File: src/rtl/dsf_pkg.sv
package dsf_pkg;

    // Sector phases, header part first, then the write part.
    typedef enum logic [3:0] {
        ST_IDLE  = 4'd0,
        ST_HPRE  = 4'd1,
        ST_HSYNC = 4'd2,
        ST_HDR   = 4'd3,
        ST_GAP   = 4'd4,
        ST_DPRE  = 4'd5,
        ST_DATA  = 4'd6,
        ST_CHK   = 4'd7,
        ST_POST  = 4'd8
    } dsf_state_e;

endpackage

File: src/rtl/dsf_hdr_capture.sv
module dsf_hdr_capture #(
    parameter int HDR_BITS = 48
) (
    input  logic                clk,
    input  logic                rst_n,
    input  logic                shift_i,
    input  logic                bit_i,
    input  logic [HDR_BITS-1:0] exp_i,
    output logic                match_o
);

    typedef struct packed {
        logic [HDR_BITS-1:0] sh;
    } cap_t;

    cap_t c_d, c_q;

    always_comb begin
        c_d = c_q;
        if (shift_i) begin
            c_d.sh = {c_q.sh[HDR_BITS-2:0], bit_i};
        end
    end

    always_ff @(posedge clk) begin
        if (!rst_n) begin
            c_q <= '0;
        end else begin
            c_q <= c_d;
        end
    end

    assign match_o = (c_q.sh == exp_i);

endmodule

File: src/rtl/dsf_bit_shifter.sv
module dsf_bit_shifter #(
    parameter int SER_W = 32
) (
    input  logic             clk,
    input  logic             rst_n,
    input  logic             load_i,
    input  logic [SER_W-1:0] load_val_i,
    input  logic             shift_i,
    output logic             msb_o
);

    typedef struct packed {
        logic [SER_W-1:0] sr;
    } shf_t;

    shf_t s_d, s_q;

    always_comb begin
        s_d = s_q;
        if (load_i) begin
            s_d.sr = load_val_i;
        end else if (shift_i) begin
            s_d.sr = {s_q.sr[SER_W-2:0], 1'b0};
        end
    end

    always_ff @(posedge clk) begin
        if (!rst_n) begin
            s_q <= '0;
        end else begin
            s_q <= s_d;
        end
    end

    assign msb_o = s_q.sr[SER_W-1];

endmodule

File: src/rtl/dsf_word_align.sv
module dsf_word_align #(
    parameter int DW_WIDE   = 18,
    parameter int DW_NARROW = 16,
    parameter int SER_W     = 32
) (
    input  logic                 wide_i,
    input  logic [DW_WIDE-1:0]   data_i,
    output logic [SER_W-1:0]     word_o
);

    localparam int PAD_W = SER_W - DW_WIDE;
    localparam int PAD_N = SER_W - DW_NARROW;

    logic [SER_W-1:0] al_wide;
    logic [SER_W-1:0] al_narrow;

    // Left-justify so the first bit to send sits in the top position.
    assign al_wide   = {data_i, {PAD_W{1'b0}}};
    assign al_narrow = {data_i[DW_NARROW-1:0], {PAD_N{1'b0}}};
    assign word_o    = wide_i ? al_wide : al_narrow;

endmodule

File: src/rtl/dsf_seq_ctrl.sv
module dsf_seq_ctrl
    import dsf_pkg::*;
#(
    parameter int CNT_W     = 16,
    parameter int HPRE_BITS = 128,
    parameter int HDR_BITS  = 48,
    parameter int GAP_BITS  = 64,
    parameter int DPRE_BITS = 256,
    parameter int SEC_WORDS = 256,
    parameter int DW_WIDE   = 18,
    parameter int DW_NARROW = 16,
    parameter int SER_W     = 32,
    parameter int POST_BITS = 16,
    parameter int SLOT_W    = 8,
    parameter int SWD_W     = 8
) (
    input  logic             clk,
    input  logic             rst_n,
    input  logic             start_i,
    input  logic [CNT_W-1:0] word_cnt_i,
    input  logic             wide_i,
    input  logic             bit_en_i,
    input  logic             rd_bit_i,
    input  logic             hdr_match_i,
    input  logic             wd_valid_i,
    input  logic [SER_W-1:0] word_al_i,
    input  logic [SER_W-1:0] chk_i,
    output logic             wd_ready_o,
    output logic             hdr_shift_o,
    output logic             ser_load_o,
    output logic [SER_W-1:0] ser_val_o,
    output logic             wide_o,
    output logic             rd_gate_o,
    output logic             wr_gate_o,
    output logic             busy_o,
    output logic             done_o,
    output logic             hdr_err_o,
    output logic             urun_err_o
);

    localparam logic [SLOT_W-1:0] HPRE_LAST = SLOT_W'(HPRE_BITS - 1);
    localparam logic [SLOT_W-1:0] HDR_LAST  = SLOT_W'(HDR_BITS - 1);
    localparam logic [SLOT_W-1:0] GAP_LAST  = SLOT_W'(GAP_BITS - 1);
    localparam logic [SLOT_W-1:0] DPRE_LAST = SLOT_W'(DPRE_BITS - 1);
    localparam logic [SLOT_W-1:0] DPRE_PEN  = SLOT_W'(DPRE_BITS - 2);
    localparam logic [SLOT_W-1:0] CHK_LAST  = SLOT_W'(SER_W - 1);
    localparam logic [SLOT_W-1:0] POST_LAST = SLOT_W'(POST_BITS - 1);
    localparam logic [SLOT_W-1:0] WIDE_LAST = SLOT_W'(DW_WIDE - 1);
    localparam logic [SLOT_W-1:0] NARW_LAST = SLOT_W'(DW_NARROW - 1);
    localparam logic [SWD_W-1:0]  SWD_LAST  = SWD_W'(SEC_WORDS - 1);
    localparam logic [SER_W-1:0]  SYNC_ONE  = {1'b1, {(SER_W-1){1'b0}}};

    typedef struct packed {
        dsf_state_e        st;
        logic [SLOT_W-1:0] slot;
        logic [SWD_W-1:0]  swd;
        logic [CNT_W-1:0]  wcnt;
        logic              wide;
        logic              done;
        logic              hdr_err;
        logic              urun;
    } ctrl_t;

    ctrl_t             r_d, r_q;
    logic              want_word;
    logic [SLOT_W-1:0] word_last;

    assign word_last = r_q.wide ? WIDE_LAST : NARW_LAST;

    always_comb begin
        r_d        = r_q;
        r_d.done   = 1'b0;
        want_word  = 1'b0;
        ser_load_o = 1'b0;
        ser_val_o  = '0;

        case (r_q.st)
            ST_IDLE: begin
                if (start_i && (word_cnt_i != '0)) begin
                    r_d.st      = ST_HPRE;
                    r_d.slot    = '0;
                    r_d.wcnt    = word_cnt_i;
                    r_d.wide    = wide_i;
                    r_d.hdr_err = 1'b0;
                    r_d.urun    = 1'b0;
                end
            end
            ST_HPRE: begin
                if (bit_en_i) begin
                    if (r_q.slot == HPRE_LAST) begin
                        r_d.st   = ST_HSYNC;
                        r_d.slot = '0;
                    end else begin
                        r_d.slot = r_q.slot + 1'b1;
                    end
                end
            end
            ST_HSYNC: begin
                if (bit_en_i && rd_bit_i) begin
                    r_d.st   = ST_HDR;
                    r_d.slot = '0;
                end
            end
            ST_HDR: begin
                if (bit_en_i) begin
                    if (r_q.slot == HDR_LAST) begin
                        r_d.st   = ST_GAP;
                        r_d.slot = '0;
                    end else begin
                        r_d.slot = r_q.slot + 1'b1;
                    end
                end
            end
            ST_GAP: begin
                if (bit_en_i) begin
                    r_d.slot = '0;
                    if (r_q.slot != GAP_LAST) begin
                        r_d.slot = r_q.slot + 1'b1;
                    end else if (hdr_match_i) begin
                        r_d.st     = ST_DPRE;
                        ser_load_o = 1'b1;
                        ser_val_o  = '0;
                    end else begin
                        r_d.st      = ST_HPRE;
                        r_d.hdr_err = 1'b1;
                    end
                end
            end
            ST_DPRE: begin
                if (bit_en_i) begin
                    if (r_q.slot == DPRE_LAST) begin
                        r_d.st    = ST_DATA;
                        r_d.slot  = '0;
                        r_d.swd   = '0;
                        want_word = 1'b1;
                    end else begin
                        r_d.slot = r_q.slot + 1'b1;
                        if (r_q.slot == DPRE_PEN) begin
                            ser_load_o = 1'b1;
                            ser_val_o  = SYNC_ONE;
                        end
                    end
                end
            end
            ST_DATA: begin
                if (bit_en_i) begin
                    if (r_q.slot != word_last) begin
                        r_d.slot = r_q.slot + 1'b1;
                    end else if (r_q.swd == SWD_LAST) begin
                        r_d.st     = ST_CHK;
                        r_d.slot   = '0;
                        ser_load_o = 1'b1;
                        ser_val_o  = chk_i;
                    end else begin
                        r_d.slot  = '0;
                        r_d.swd   = r_q.swd + 1'b1;
                        want_word = 1'b1;
                    end
                end
            end
            ST_CHK: begin
                if (bit_en_i) begin
                    if (r_q.slot == CHK_LAST) begin
                        r_d.st     = ST_POST;
                        r_d.slot   = '0;
                        ser_load_o = 1'b1;
                        ser_val_o  = '0;
                    end else begin
                        r_d.slot = r_q.slot + 1'b1;
                    end
                end
            end
            ST_POST: begin
                if (bit_en_i) begin
                    if (r_q.slot == POST_LAST) begin
                        r_d.slot = '0;
                        if (r_q.wcnt != '0) begin
                            r_d.st = ST_HPRE;
                        end else begin
                            r_d.st   = ST_IDLE;
                            r_d.done = 1'b1;
                        end
                    end else begin
                        r_d.slot = r_q.slot + 1'b1;
                    end
                end
            end
            default: begin
                r_d.st = ST_IDLE;
            end
        endcase

        // Word boundary: take a word, fill with zeros, or abort on underrun.
        if (want_word) begin
            ser_load_o = 1'b1;
            ser_val_o  = '0;
            if (r_q.wcnt != '0) begin
                if (wd_valid_i) begin
                    ser_val_o = word_al_i;
                    r_d.wcnt  = r_q.wcnt - 1'b1;
                end else begin
                    r_d.st   = ST_IDLE;
                    r_d.slot = '0;
                    r_d.urun = 1'b1;
                end
            end
        end
    end

    always_ff @(posedge clk) begin
        if (!rst_n) begin
            r_q <= '0;
        end else begin
            r_q <= r_d;
        end
    end

    assign wd_ready_o  = want_word && (r_q.wcnt != '0);
    assign hdr_shift_o = bit_en_i && (r_q.st == ST_HDR);
    assign wide_o      = r_q.wide;
    assign rd_gate_o   = (r_q.st == ST_HPRE) || (r_q.st == ST_HSYNC) ||
                         (r_q.st == ST_HDR)  || (r_q.st == ST_GAP);
    assign wr_gate_o   = (r_q.st == ST_DPRE) || (r_q.st == ST_DATA) ||
                         (r_q.st == ST_CHK)  || (r_q.st == ST_POST);
    assign busy_o      = (r_q.st != ST_IDLE);
    assign done_o      = r_q.done;
    assign hdr_err_o   = r_q.hdr_err;
    assign urun_err_o  = r_q.urun;

endmodule

File: src/rtl/dsf_sequencer.sv
module dsf_sequencer #(
    parameter int CNT_W      = 16,
    parameter int HPRE_BITS  = 128,
    parameter int HDR_WORDS  = 3,
    parameter int HDR_WORD_W = 16,
    parameter int GAP_BITS   = 64,
    parameter int DPRE_BITS  = 256,
    parameter int SEC_WORDS  = 256,
    parameter int DW_WIDE    = 18,
    parameter int DW_NARROW  = 16,
    parameter int CHK_BITS   = 32,
    parameter int POST_BITS  = 16,
    parameter int STAT_W     = 16
) (
    input  logic                           clk,
    input  logic                           rst_n,
    input  logic                           start_i,
    input  logic [CNT_W-1:0]               word_cnt_i,
    input  logic                           wide_i,
    input  logic [HDR_WORDS*HDR_WORD_W-1:0] hdr_exp_i,
    input  logic                           bit_en_i,
    input  logic                           rd_bit_i,
    input  logic [DW_WIDE-1:0]             wd_data_i,
    input  logic                           wd_valid_i,
    output logic                           wd_ready_o,
    input  logic [CHK_BITS-1:0]            chk_word_i,
    output logic                           rd_gate_o,
    output logic                           wr_gate_o,
    output logic                           wr_bit_o,
    output logic [STAT_W-1:0]              mstat_o,
    output logic                           busy_o,
    output logic                           done_o,
    output logic                           hdr_err_o,
    output logic                           urun_err_o
);

    localparam int HDR_BITS = HDR_WORDS * HDR_WORD_W;
    localparam int SER_W    = CHK_BITS;
    localparam int M1       = (HPRE_BITS > GAP_BITS) ? HPRE_BITS : GAP_BITS;
    localparam int M2       = (DPRE_BITS > HDR_BITS) ? DPRE_BITS : HDR_BITS;
    localparam int M3       = (SER_W > POST_BITS) ? SER_W : POST_BITS;
    localparam int M12      = (M1 > M2) ? M1 : M2;
    localparam int MAXB     = (M12 > M3) ? M12 : M3;
    localparam int SLOT_W   = $clog2(MAXB);
    localparam int SWD_W    = $clog2(SEC_WORDS);

    logic             hdr_shift;
    logic             hdr_match;
    logic             ser_load;
    logic [SER_W-1:0] ser_val;
    logic             ser_msb;
    logic             wide_q;
    logic [SER_W-1:0] word_al;

    dsf_hdr_capture #(
        .HDR_BITS (HDR_BITS)
    ) u_hdr (
        .clk     (clk),
        .rst_n   (rst_n),
        .shift_i (hdr_shift),
        .bit_i   (rd_bit_i),
        .exp_i   (hdr_exp_i),
        .match_o (hdr_match)
    );

    dsf_word_align #(
        .DW_WIDE   (DW_WIDE),
        .DW_NARROW (DW_NARROW),
        .SER_W     (SER_W)
    ) u_align (
        .wide_i (wide_q),
        .data_i (wd_data_i),
        .word_o (word_al)
    );

    dsf_bit_shifter #(
        .SER_W (SER_W)
    ) u_shf (
        .clk        (clk),
        .rst_n      (rst_n),
        .load_i     (ser_load),
        .load_val_i (ser_val),
        .shift_i    (bit_en_i),
        .msb_o      (ser_msb)
    );

    dsf_seq_ctrl #(
        .CNT_W     (CNT_W),
        .HPRE_BITS (HPRE_BITS),
        .HDR_BITS  (HDR_BITS),
        .GAP_BITS  (GAP_BITS),
        .DPRE_BITS (DPRE_BITS),
        .SEC_WORDS (SEC_WORDS),
        .DW_WIDE   (DW_WIDE),
        .DW_NARROW (DW_NARROW),
        .SER_W     (SER_W),
        .POST_BITS (POST_BITS),
        .SLOT_W    (SLOT_W),
        .SWD_W     (SWD_W)
    ) u_ctrl (
        .clk         (clk),
        .rst_n       (rst_n),
        .start_i     (start_i),
        .word_cnt_i  (word_cnt_i),
        .wide_i      (wide_i),
        .bit_en_i    (bit_en_i),
        .rd_bit_i    (rd_bit_i),
        .hdr_match_i (hdr_match),
        .wd_valid_i  (wd_valid_i),
        .word_al_i   (word_al),
        .chk_i       (chk_word_i),
        .wd_ready_o  (wd_ready_o),
        .hdr_shift_o (hdr_shift),
        .ser_load_o  (ser_load),
        .ser_val_o   (ser_val),
        .wide_o      (wide_q),
        .rd_gate_o   (rd_gate_o),
        .wr_gate_o   (wr_gate_o),
        .busy_o      (busy_o),
        .done_o      (done_o),
        .hdr_err_o   (hdr_err_o),
        .urun_err_o  (urun_err_o)
    );

    assign wr_bit_o = wr_gate_o & ser_msb;
    assign mstat_o  = {rd_gate_o, wr_gate_o, {(STAT_W-2){1'b0}}};

endmodule

File: config.mk
export PLATFORM = sky130hd
export DESIGN_NAME = dsf_sequencer
export DESIGN_NICKNAME = d
export VERILOG_FILES = /design/src/rtl/dsf_pkg.sv /design/src/rtl/dsf_hdr_capture.sv /design/src/rtl/dsf_bit_shifter.sv /design/src/rtl/dsf_word_align.sv /design/src/rtl/dsf_seq_ctrl.sv /design/src/rtl/dsf_sequencer.sv
export SDC_FILE = /design/constraint.sdc
export NUM_CORES = 1
export LEC_CHECK = 0
export BUFFER_PORTS_ARGS = -buffer_cell sky130_fd_sc_hd__clkbuf_2
export CAP_MARGIN = 20
export CORE_MARGIN = 2
export CORE_UTILIZATION = 39
export CTS_CLUSTER_DIAMETER = 60
export DETAILED_ROUTE_END_ITERATION = 16
export PLACE_DENSITY_LB_ADDON = 0.2
export SLEW_MARGIN = 20
export SYNTH_ARGS = -nofsm -noshare
export SYNTH_HDL_FRONTEND = slang
export SYNTH_HIERARCHICAL = 1
export SYNTH_SLANG_ARGS = --single-unit
File: constraint.sdc
create_clock -name clk -period 2.77 [get_ports clk]
set_clock_uncertainty 0.1 [all_clocks]
set_input_delay 0.554 -clock clk [delete_from_list [all_inputs] [get_ports clk]]
set_output_delay 0.554 -clock clk [all_outputs]
set_load 0.005 [all_outputs]
# Word level (Yosys, flattened, before mapping)
# Index checks and enable logic that the tools add are counted.
# Widths: inputs -> output; s select.
# op_classes
n_bitwise,1
n_reduce_logical,21
eq_ne,27
mux,83
n_addsub,3
# op_table
operator,n
$mux 32,12
$mux 12,10
$mux 8,10
$pmux 8 s9,1
$pmux 32 s2,1
$eq 48x48->1,1
$mux 16,3
$mux 20,2
$pmux 4 s9,1
$mux 17,2
$mux 4,8
$reduce_bool 16->1,2
$mux 1,26
$eq 8x8->1 const B,3
$add 8x1->8 const B,2
$eq 4x3->1 const B,4
$pmux 8 s2,1
$sub 16x1->16 const B,1
$ne 2x2->1 const B,7
$eq 4x2->1 const B,2
$eq 8x4->1 const B,1
$eq 8x5->1 const B,1
$eq 8x6->1 const B,1
$eq 8x7->1 const B,1
20 further kinds,32
# word_totals
elab_cells,145
out_inout_bits,24
register_bits,120

# Longest topological paths before layout
# Gate-level depths: netlist of run 1.
# depth
word_depth,8
mapped_depth,11
depth_no_buf,9

# Modules after synthesis
# The synthesis of run 1 kept the hierarchy.
# by_module_without_submodules
module,area_per_inst_um2,n_inst,cells_each,seq_area_each_um2
dsf_seq_ctrl,3260.6,1,427,800.8
dsf_hdr_capture,2329.7,1,219,960.9
dsf_bit_shifter,1724.2,1,141,640.6
dsf_word_align,365.4,1,35,0.0
dsf_sequencer,130.1,1,18,0.0

# Worst setup path before layout of run 1
# No wires, ideal clock.
# synth_path
path_type,register to register
startpoint,register u_ctrl/r_q[30] (netlist bit)
endpoint,register u_shf/s_q[14] (netlist bit)
path_buffers,2
setup_ns,0.116
period_less_slack_ns,2.906
stages_incl_launch_ff,10
t_required_ns,2.554
t_arrival_ns,2.689
path_slack_ns,-0.136
cell_sequence,dfxtp_1 -> buf_6 -> or4b_1 -> mux2_4 -> o41ai_2 -> nand2_1 -> o31ai_1 -> clkbuf_1 -> or2b_1 -> o211a_1
# synth_between
elab_chain_cells,7
word_cells_on_any_way,29
cone_classes,eq/ne (5); mux (23); reduce/logical (1)
# synth_lines
item,line_no,rtl
from (decl),dsf_seq_ctrl.sv:64,"ctrl_t r_d, r_q;"
from (signal assigned),dsf_seq_ctrl.sv:214,r_q <= r_d;
$eq 8x8->1,dsf_seq_ctrl.sv:138,if (r_q.slot == DPRE_PEN) begin
$mux 1,dsf_seq_ctrl.sv:138,
$mux 1,dsf_seq_ctrl.sv:131,if (r_q.slot == DPRE_LAST) begin
$mux 1,dsf_seq_ctrl.sv:130,if (bit_en_i) begin
$pmux 1 s4,dsf_seq_ctrl.sv:77,case (r_q.st)
$mux 1 (*),dsf_seq_ctrl.sv:194,if (want_word) begin
via ser_load,dsf_sequencer.sv:49,logic ser_load;
$mux 32 / $reduce_bool 2->1 (equally long branches),n/a,
to (signal assigned),dsf_bit_shifter.sv:29,s_q <= '0;
to (signal assigned),dsf_bit_shifter.sv:31,s_q <= s_d;
to (decl),dsf_bit_shifter.sv:16,"shf_t s_d, s_q;"
# The timed path passes the listed nets; every way through them passes the cells marked *.
# A chain may end at the register's enable or synchronous reset.

# Worst setup path in the final report of run 1
# layout_path
startpoint,register u_ctrl/r_q[15] (netlist bit)
endpoint,output wd_ready_o
# layout_between
elab_chain_cells,2
# layout_lines
item,line_no,rtl
$reduce_bool 16->1,dsf_seq_ctrl.sv:218,assign wd_ready_o = want_word && (r_q.wcnt != '0);
$logic_and 1x1->1,dsf_seq_ctrl.sv:218,
to (decl),dsf_sequencer.sv:25,"output logic wd_ready_o,"
# Every way passes these cells.

==> results of run 1 <==
==> stage by stage <==
step	hold WS [ps]	setup WS [ps]	utilization [%]
3_5_place_dp	362	-235	45.4
4_1_cts	266	-44.3	48.4
5_1_grt	286	-91.7	48.6
6_report	289	-35.0	48.6
3_3_place_gp	355	-171	45.4
2_1_floorplan	353	1.22	-
==> worst register-to-register path, cell delays in order (launching register included) <==
cell     delay [ps]
dfxtp_1         300
or4b_1          540
mux2_4          320
o41a_4          410
buf_4           190
nor4_2          260
mux2_1          350
a21oi_1         140
==> registers in the layout (all words and copies together) (netlist names) <==
register,flops
u_hdr/c_q,48
u_ctrl/r_q,36
u_shf/s_q,32
u_ctrl/done_o,1
u_ctrl/hdr_err_o,1
u_ctrl/urun_err_o,1
u_ctrl/wide_o,1
==> cell usage after synthesis, types with 4 or more instances <==
library cell	n
dfxtp_1	120
mux2i_1	51
nor2b_1	51
xor2_1	50
mux2_4	38
nand2_1	38
nor2_1	38
clkbuf_1	35
buf_4	33
o211a_1	32
a22o_1	31
a21oi_1	26
nand2b_1	25
nor4_1	21
nor3_1	18
o21ai_0	14
inv_1	13
nand4_1	13
nand3_1	11
a31oi_1	10
mux2_2	10
or2b_1	10
a211oi_1	9
buf_6	9
and3_1	8
buf_2	8
a22oi_1	7
a32oi_1	6
nand4b_1	6
and2_1	5
o31ai_1	5
xnor2_1	5
a41oi_1	4
ha_1	4
nor4_2	4
or3_1	4
==> worst max-delay path by stage <==
stage,depth (start not counted),end
after floorplan,8,u_ctrl/r_q[9]
after global placement,11,u_shf/s_q[13]
after detailed placement,12,u_shf/s_q[12]
after CTS,6,wd_ready_o
after global routing,5,wd_ready_o
final,5,wd_ready_o
==> what timing repair did <==
action / CTS / global route
setup buffers: 2 / 0
pin swaps: 3 / 1
gates resized for setup: 3 / 7
setup endpoints to repair: 3 / 21
==> where the power goes <==
part           switching [mW]  leakage [nW]  internal [mW]
Combinational           0.253          2.94          0.215
Clock                   0.783         0.268           1.34
Sequential             0.0178         0.969           1.75
Total                    1.05          4.18           3.30
==> per-layer routing <==
| layer | track usage [%] | vias up | part of all wire (%) |
|---|---|---|---|
| met1 | 26.8 | 3077 | 49 |
| met5 | 0 | - | 0 |
| met4 | 4.80 | 0 | 0.96 |
| met3 | 4.73 | 19 | 4.8 |
| li1 | - | 3328 | - |
| met2 | 28.6 | 159 | 46 |
==> logic make-up after synthesis <==
| group | Yosys count |
|---|---|
| buf+inv | 103 |
| compound gates | 179 |
| fa+ha+maj | 4 |
| mux | 101 |
| simple gates | 276 |
| flops | 120 |
| xor+xnor | 55 |
| other cells | 2 |
==> area by class of cell <==
type                            count  area, um2
Timing Repair Buffer              191       1160
Sequential cell                   120       2400
Inverter                           14       52.6
Multi-Input combinational cell    643       4970
Fill cell                        1898      10000
Clock buffer                       20        447
Clock inverter                     12        126
Tap cell                          265        332
==> summary.txt, run 1 <==
CP top delay family - simple AND/OR/NAND/NOR gates
# port buffers - 130
Average cell area after synthesis - 9.30 um2
Crit path kind - register to output port
CTS buffer count - 17
Clock-pin slew on the worst setup and hold paths - 60 ps
Worst Max-Slew Pin Slew - 567 ps
Layout cells sized above 1 - 29.9%
Most used DFF post-synth - dfxtp_1
Worst-Skew Late Latency - 410 ps
CP Max Fanout - 6
Area post-placement - 8860 um2
Final Non-Filler Cells - 1265
DR WL/cell - 16.0 um
Post-synth top area cell - dfxtp_1
Synth cell types - 81
Leading cell type in the layout, fill and taps excluded - clkbuf_2
Async S/R FF share, synth - 0%
Area contributors post-synth - dfxtp_1 31%, mux2_4 7.3%, mux2i_1 6.5%, xor2_1 5.6%, o211a_1 4.1%
Worst IR drop on VDD - 382 uV
First-pass GRT wire length - 32600 um
DR vias - 6583
DRT Wirelength - 20200 um
Status - complete, but fails checks
CTS tree - built
F_max - 0.357 GHz
# hold bufs at CTS - 0
Synth Area in Compound Gates - 18.1%
Slew Viols, Final - 0
Xor and xnor fraction of the mapped netlist area - 6.17%
Placed Cells - 1231
Pwr Total - 4.36 mW
RePlAce Congestion - 0.915
Number of detailed-route iterations in the first pass - 5
Layout Area Growth over Synthesis - 21.5%
Post-Synth Adder-Cell Area - 0.641%
Post-Syn Area - 7810 um2
Leak Pwr - 4.18 nW
Average vias per placed instance - 5.20
Endpoint class of the critical path - output port
Pin count of the biggest net entering global routing - 51
GR Util All Layers - 18.9%
Core footprint - 19500 um2
Die width - 146 um
Post-DP HPWL - 14800 um
Remaining DRCs - 0
Worst Path Buf+Inv - 1
Simple-gate share of the synthesized area - 20.9%
Mux cell area share after synthesis - 15.6%
Reg-to-reg startpoint - u_ctrl/r_q[30]
# rows - 51
Setup ws final - -35.0 ps
Hold Vio Cnt, Final - 0
Initial antenna violation count - 0
RSZ-0062 raised after global routing - true
Final #Nets - 1112
Seq/Total Area, Yosys - 30.8%
TritonCTS Sinks - 120
Initial core utilization - 40.0%
Worst Path Arrival - 2150 ps
Vias in the first global route - 6264
Slowest stage cell, crit path - or4_1
Register-to-register setup slack - 100 ps
R2R depth - 7
Grt ovf - 0
Die extent in y - 146 um
Max-Cap Viols - 0
Diode count - 0
IO Count - 145
Slew HR - 62.2%
Worst setup SP type - register
CP Launch Point - u_ctrl/r_q[15]
Synthesized flop and latch total - 120
Data required time of the worst path - 2120 ps
Clock Path Buffers - 2
PD cells - 459 nW/um2
Period utilisation layout - 101%
Finish-stage setup viols - 1
Cell count after synthesis - 840
Worst Hold Depth - 3
Post-route minimum period - 2800 ps
Setup TNS - -35.0 ps
Fin area - 9490 um2
Die area - 21200 um2
Capturing point of the worst reg2reg path - u_ctrl/r_q[9]
Hold wc startpoint - word_cnt_i[6]
Max stage delay on crit path - 550 ps
Initial DRC count - 514
Hold endpoint - u_ctrl/r_q[10]
Worst-path cell chain - or4_1 > or3_1 > nor2_4 > nor2_2 > clkbuf_2
Number of synthesized flops with an enable pin - 0
Clock root cell - clkbuf_16
Top cell type's share of synthesized area - 30.8%
HP Class - primary input to register
Failing checks - negative setup slack
Final ANT Viol Nets - 0
Main combinational cell family by area after synthesis - simple AND/OR/NAND/NOR gates
Syn. warnings - 6
Commonest cells after routing, fill and taps aside - 130 x clkbuf_2, 120 x dfxtp_1, 56 x buf_4, 51 x mux2i_1, 51 x nor2b_1
CTS H-tree depth - 4
No activity file was read; power rests on OpenSTA's default activity.
==> run 2, diff against run 1 <==
==> constraint.sdc (replaced) <==
create_clock -name clk -period 2.77 [get_ports clk]
set_clock_uncertainty 0.1 [all_clocks]
set_input_delay 0.277 -clock clk [delete_from_list [all_inputs] [get_ports clk]]
set_output_delay 0.277 -clock clk [all_outputs]
set_load 0.005 [all_outputs]
==> summary.txt, run 2 (synthesis gave the netlist of run 1 again) <==
Status - completed
Final core utilization - 48.9% (+0.33 points)
Die area - 21200 um2 (unchanged)
TritonCTS Sinks - 120 (unchanged)
PD cells - 469 nW/um2 (+2.1%)
Hold Vio Cnt, Final - 0 (unchanged)
Setup TNS - 0 ps (+35.0 ps)
DR WL/cell - 15.8 um (-0.95%)
Pin count of the biggest net entering global routing - 51 (unchanged)
RSZ-0062 raised after global routing - true
Most used cell, CP - buf_6
RePlAce Congestion - 0.924 (+0.93%)
Initial core utilization - 40.0% (unchanged)
Worst Path Arrival - 2340 ps (+190 ps)
Endpoint class of the critical path - output port
Slew HR - 59.3% (-2.9 points)
Finish-stage setup viols - 0 (-1)
Period utilisation layout - 98.0% (-3.3 points)
Max-Cap Viols - 0 (unchanged)
Core footprint - 19500 um2 (unchanged)
CTS H-tree depth - 4 (unchanged)
Vias in the first global route - 6192 (-1.1%)
# port buffers - 130 (unchanged)
Max stage delay on crit path - 530 ps (-20 ps)
Commonest cells after routing, fill and taps aside - 129 x clkbuf_2, 120 x dfxtp_1, 58 x buf_4, 51 x mux2i_1, 51 x nor2b_1
CP Max Fanout - 4 (-2)
Worst IR drop on VDD - 413 uV (+8.0%)
Average vias per placed instance - 5.24 (+0.71%)
CTS tree - built
Worst Path Buf+Inv - 3 (+2)
First-pass GRT wire length - 32000 um (-1.8%)
Final Non-Filler Cells - 1270 (+0.40%)
Layout Area Growth over Synthesis - 22.4%
Leak Pwr - 4.24 nW (+1.5%)
Worst setup SP type - register
DRT Wirelength - 20100 um (-0.55%)
Die width - 146 um (unchanged)
Slew Viols, Final - 0 (unchanged)
F_max - 0.368 GHz (+3.4%)
Number of detailed-route iterations in the first pass - 5 (unchanged)
Clock root cell - clkbuf_16
Crit path kind - register to output port
Post-DP HPWL - 14600 um (-1.8%)
IO Count - 145 (unchanged)
Grt ovf - 0 (unchanged)
Slowest stage cell, crit path - or4b_4
Largest regs - u_hdr/c_q x48, u_ctrl/r_q x36, u_shf/s_q x32
Layout cells sized above 1 - 30.0% (+0.15 points)
Setup ws final - 56.1 ps (+91.1 ps)
Leading cell type in the layout, fill and taps excluded - clkbuf_2
HP Class - primary input to register
Worst-Skew Late Latency - 430 ps (+20 ps)
DR vias - 6656 (+1.1%)
Post-route minimum period - 2710 ps (-91.1 ps)
Worst Max-Slew Pin Slew - 610 ps (+43.3 ps)
Max reg flops - 48 (unchanged)
CTS buffer count - 17 (unchanged)
Biggest register - u_hdr/c_q
Die extent in y - 146 um (unchanged)
CP top delay family - simple AND/OR/NAND/NOR gates
GR Util All Layers - 18.6% (-0.25 points)
Worst-path cell chain - or4b_4 > mux2_4 > buf_6 > o41ai_4 > nand2_2 > buf_6 > nor2_1 > buf_2
Final ANT Viol Nets - 0 (unchanged)
Initial DRC count - 447 (-13%)
Diode count - 0 (unchanged)
# rows - 51 (unchanged)
Initial antenna violation count - 0 (unchanged)
Remaining DRCs - 0 (unchanged)
Clock Path Buffers - 2 (unchanged)
Final #Nets - 1117 (+0.45%)
Data required time of the worst path - 2390 ps (+270 ps)
Placed Cells - 1233 (+0.16%)
Pre-CTS setup slack - 15.4 ps (+250 ps)
Clock-pin slew on the worst setup and hold paths - 60 ps (about the same)
run 2: what timing repair did:
item | 4_1_cts | 5_1_grt
gates resized for setup | 2 | 8
gates cloned | 0 | 0
hold buffers | 2 | 0
pin swaps | 4 | 1
endpoints found under the setup margin | 2 | 33
hold endpoints to repair | 2 | 0
setup buffers | 3 | 0
run 2: metrics by stage:
| step | area, um2 | total power [mW] | hold slack [ps] |
|---|---|---|---|
| detailed placement | 8880 | 2.26 | 352 |
| CTS | 9520 | 4.52 | 7.39 |
| global route | 9560 | 4.65 | 16.6 |
| global placement | 8880 | 2.26 | 355 |
| finish | 9560 | 4.48 | 15.3 |
| floorplan | 7930 | 2.09 | 310 |
run 2: cell type report:
class                   instances  area, um2
well taps                     265        332
inverters                      14       52.6
clock buffers                  17        425
multi-input cells             643       4970
flip-flops and latches        120       2400
repair buffers                196       1210
fillers                      1892       9970
clock inverters                15        165
run 2: where the power goes:
part	internal, mW	total [mW]	switching [mW]
combinational	0.218	0.471	0.254
clock	1.34	2.25	0.907
sequential	1.74	1.76	0.0163
run 2: worst min-delay path: stages:
cell	delay, ps
clkbuf_2	90
nand2_1	70
a21oi_1	60
run 2: path summary, 6_finish.rpt:
kind | start | to | slack [ps] | depth (start not counted)
max | u_ctrl/r_q[30] | wd_ready_o | 60 | 8
min | word_cnt_i[5] | u_ctrl/r_q[9] | 20 | 3
min reg2reg | u_ctrl/urun_err_o | u_ctrl/urun_err_o | 360 | 2
max reg2reg | u_ctrl/r_q[30] | u_shf/s_q[28] | 150 | 11
run 2: layer usage:
layer | vias up | global-route usage, % | share of wire, % | wire length (um)
met1 | 3098 | 25.3 | 48 | 9610
met5 | - | 0 | 0 | 0
met4 | 0 | 6.13 | 1.5 | 299
met2 | 195 | 29.0 | 46 | 9170
li1 | 3340 | - | - | -
met3 | 23 | 4.42 | 5.1 | 1030
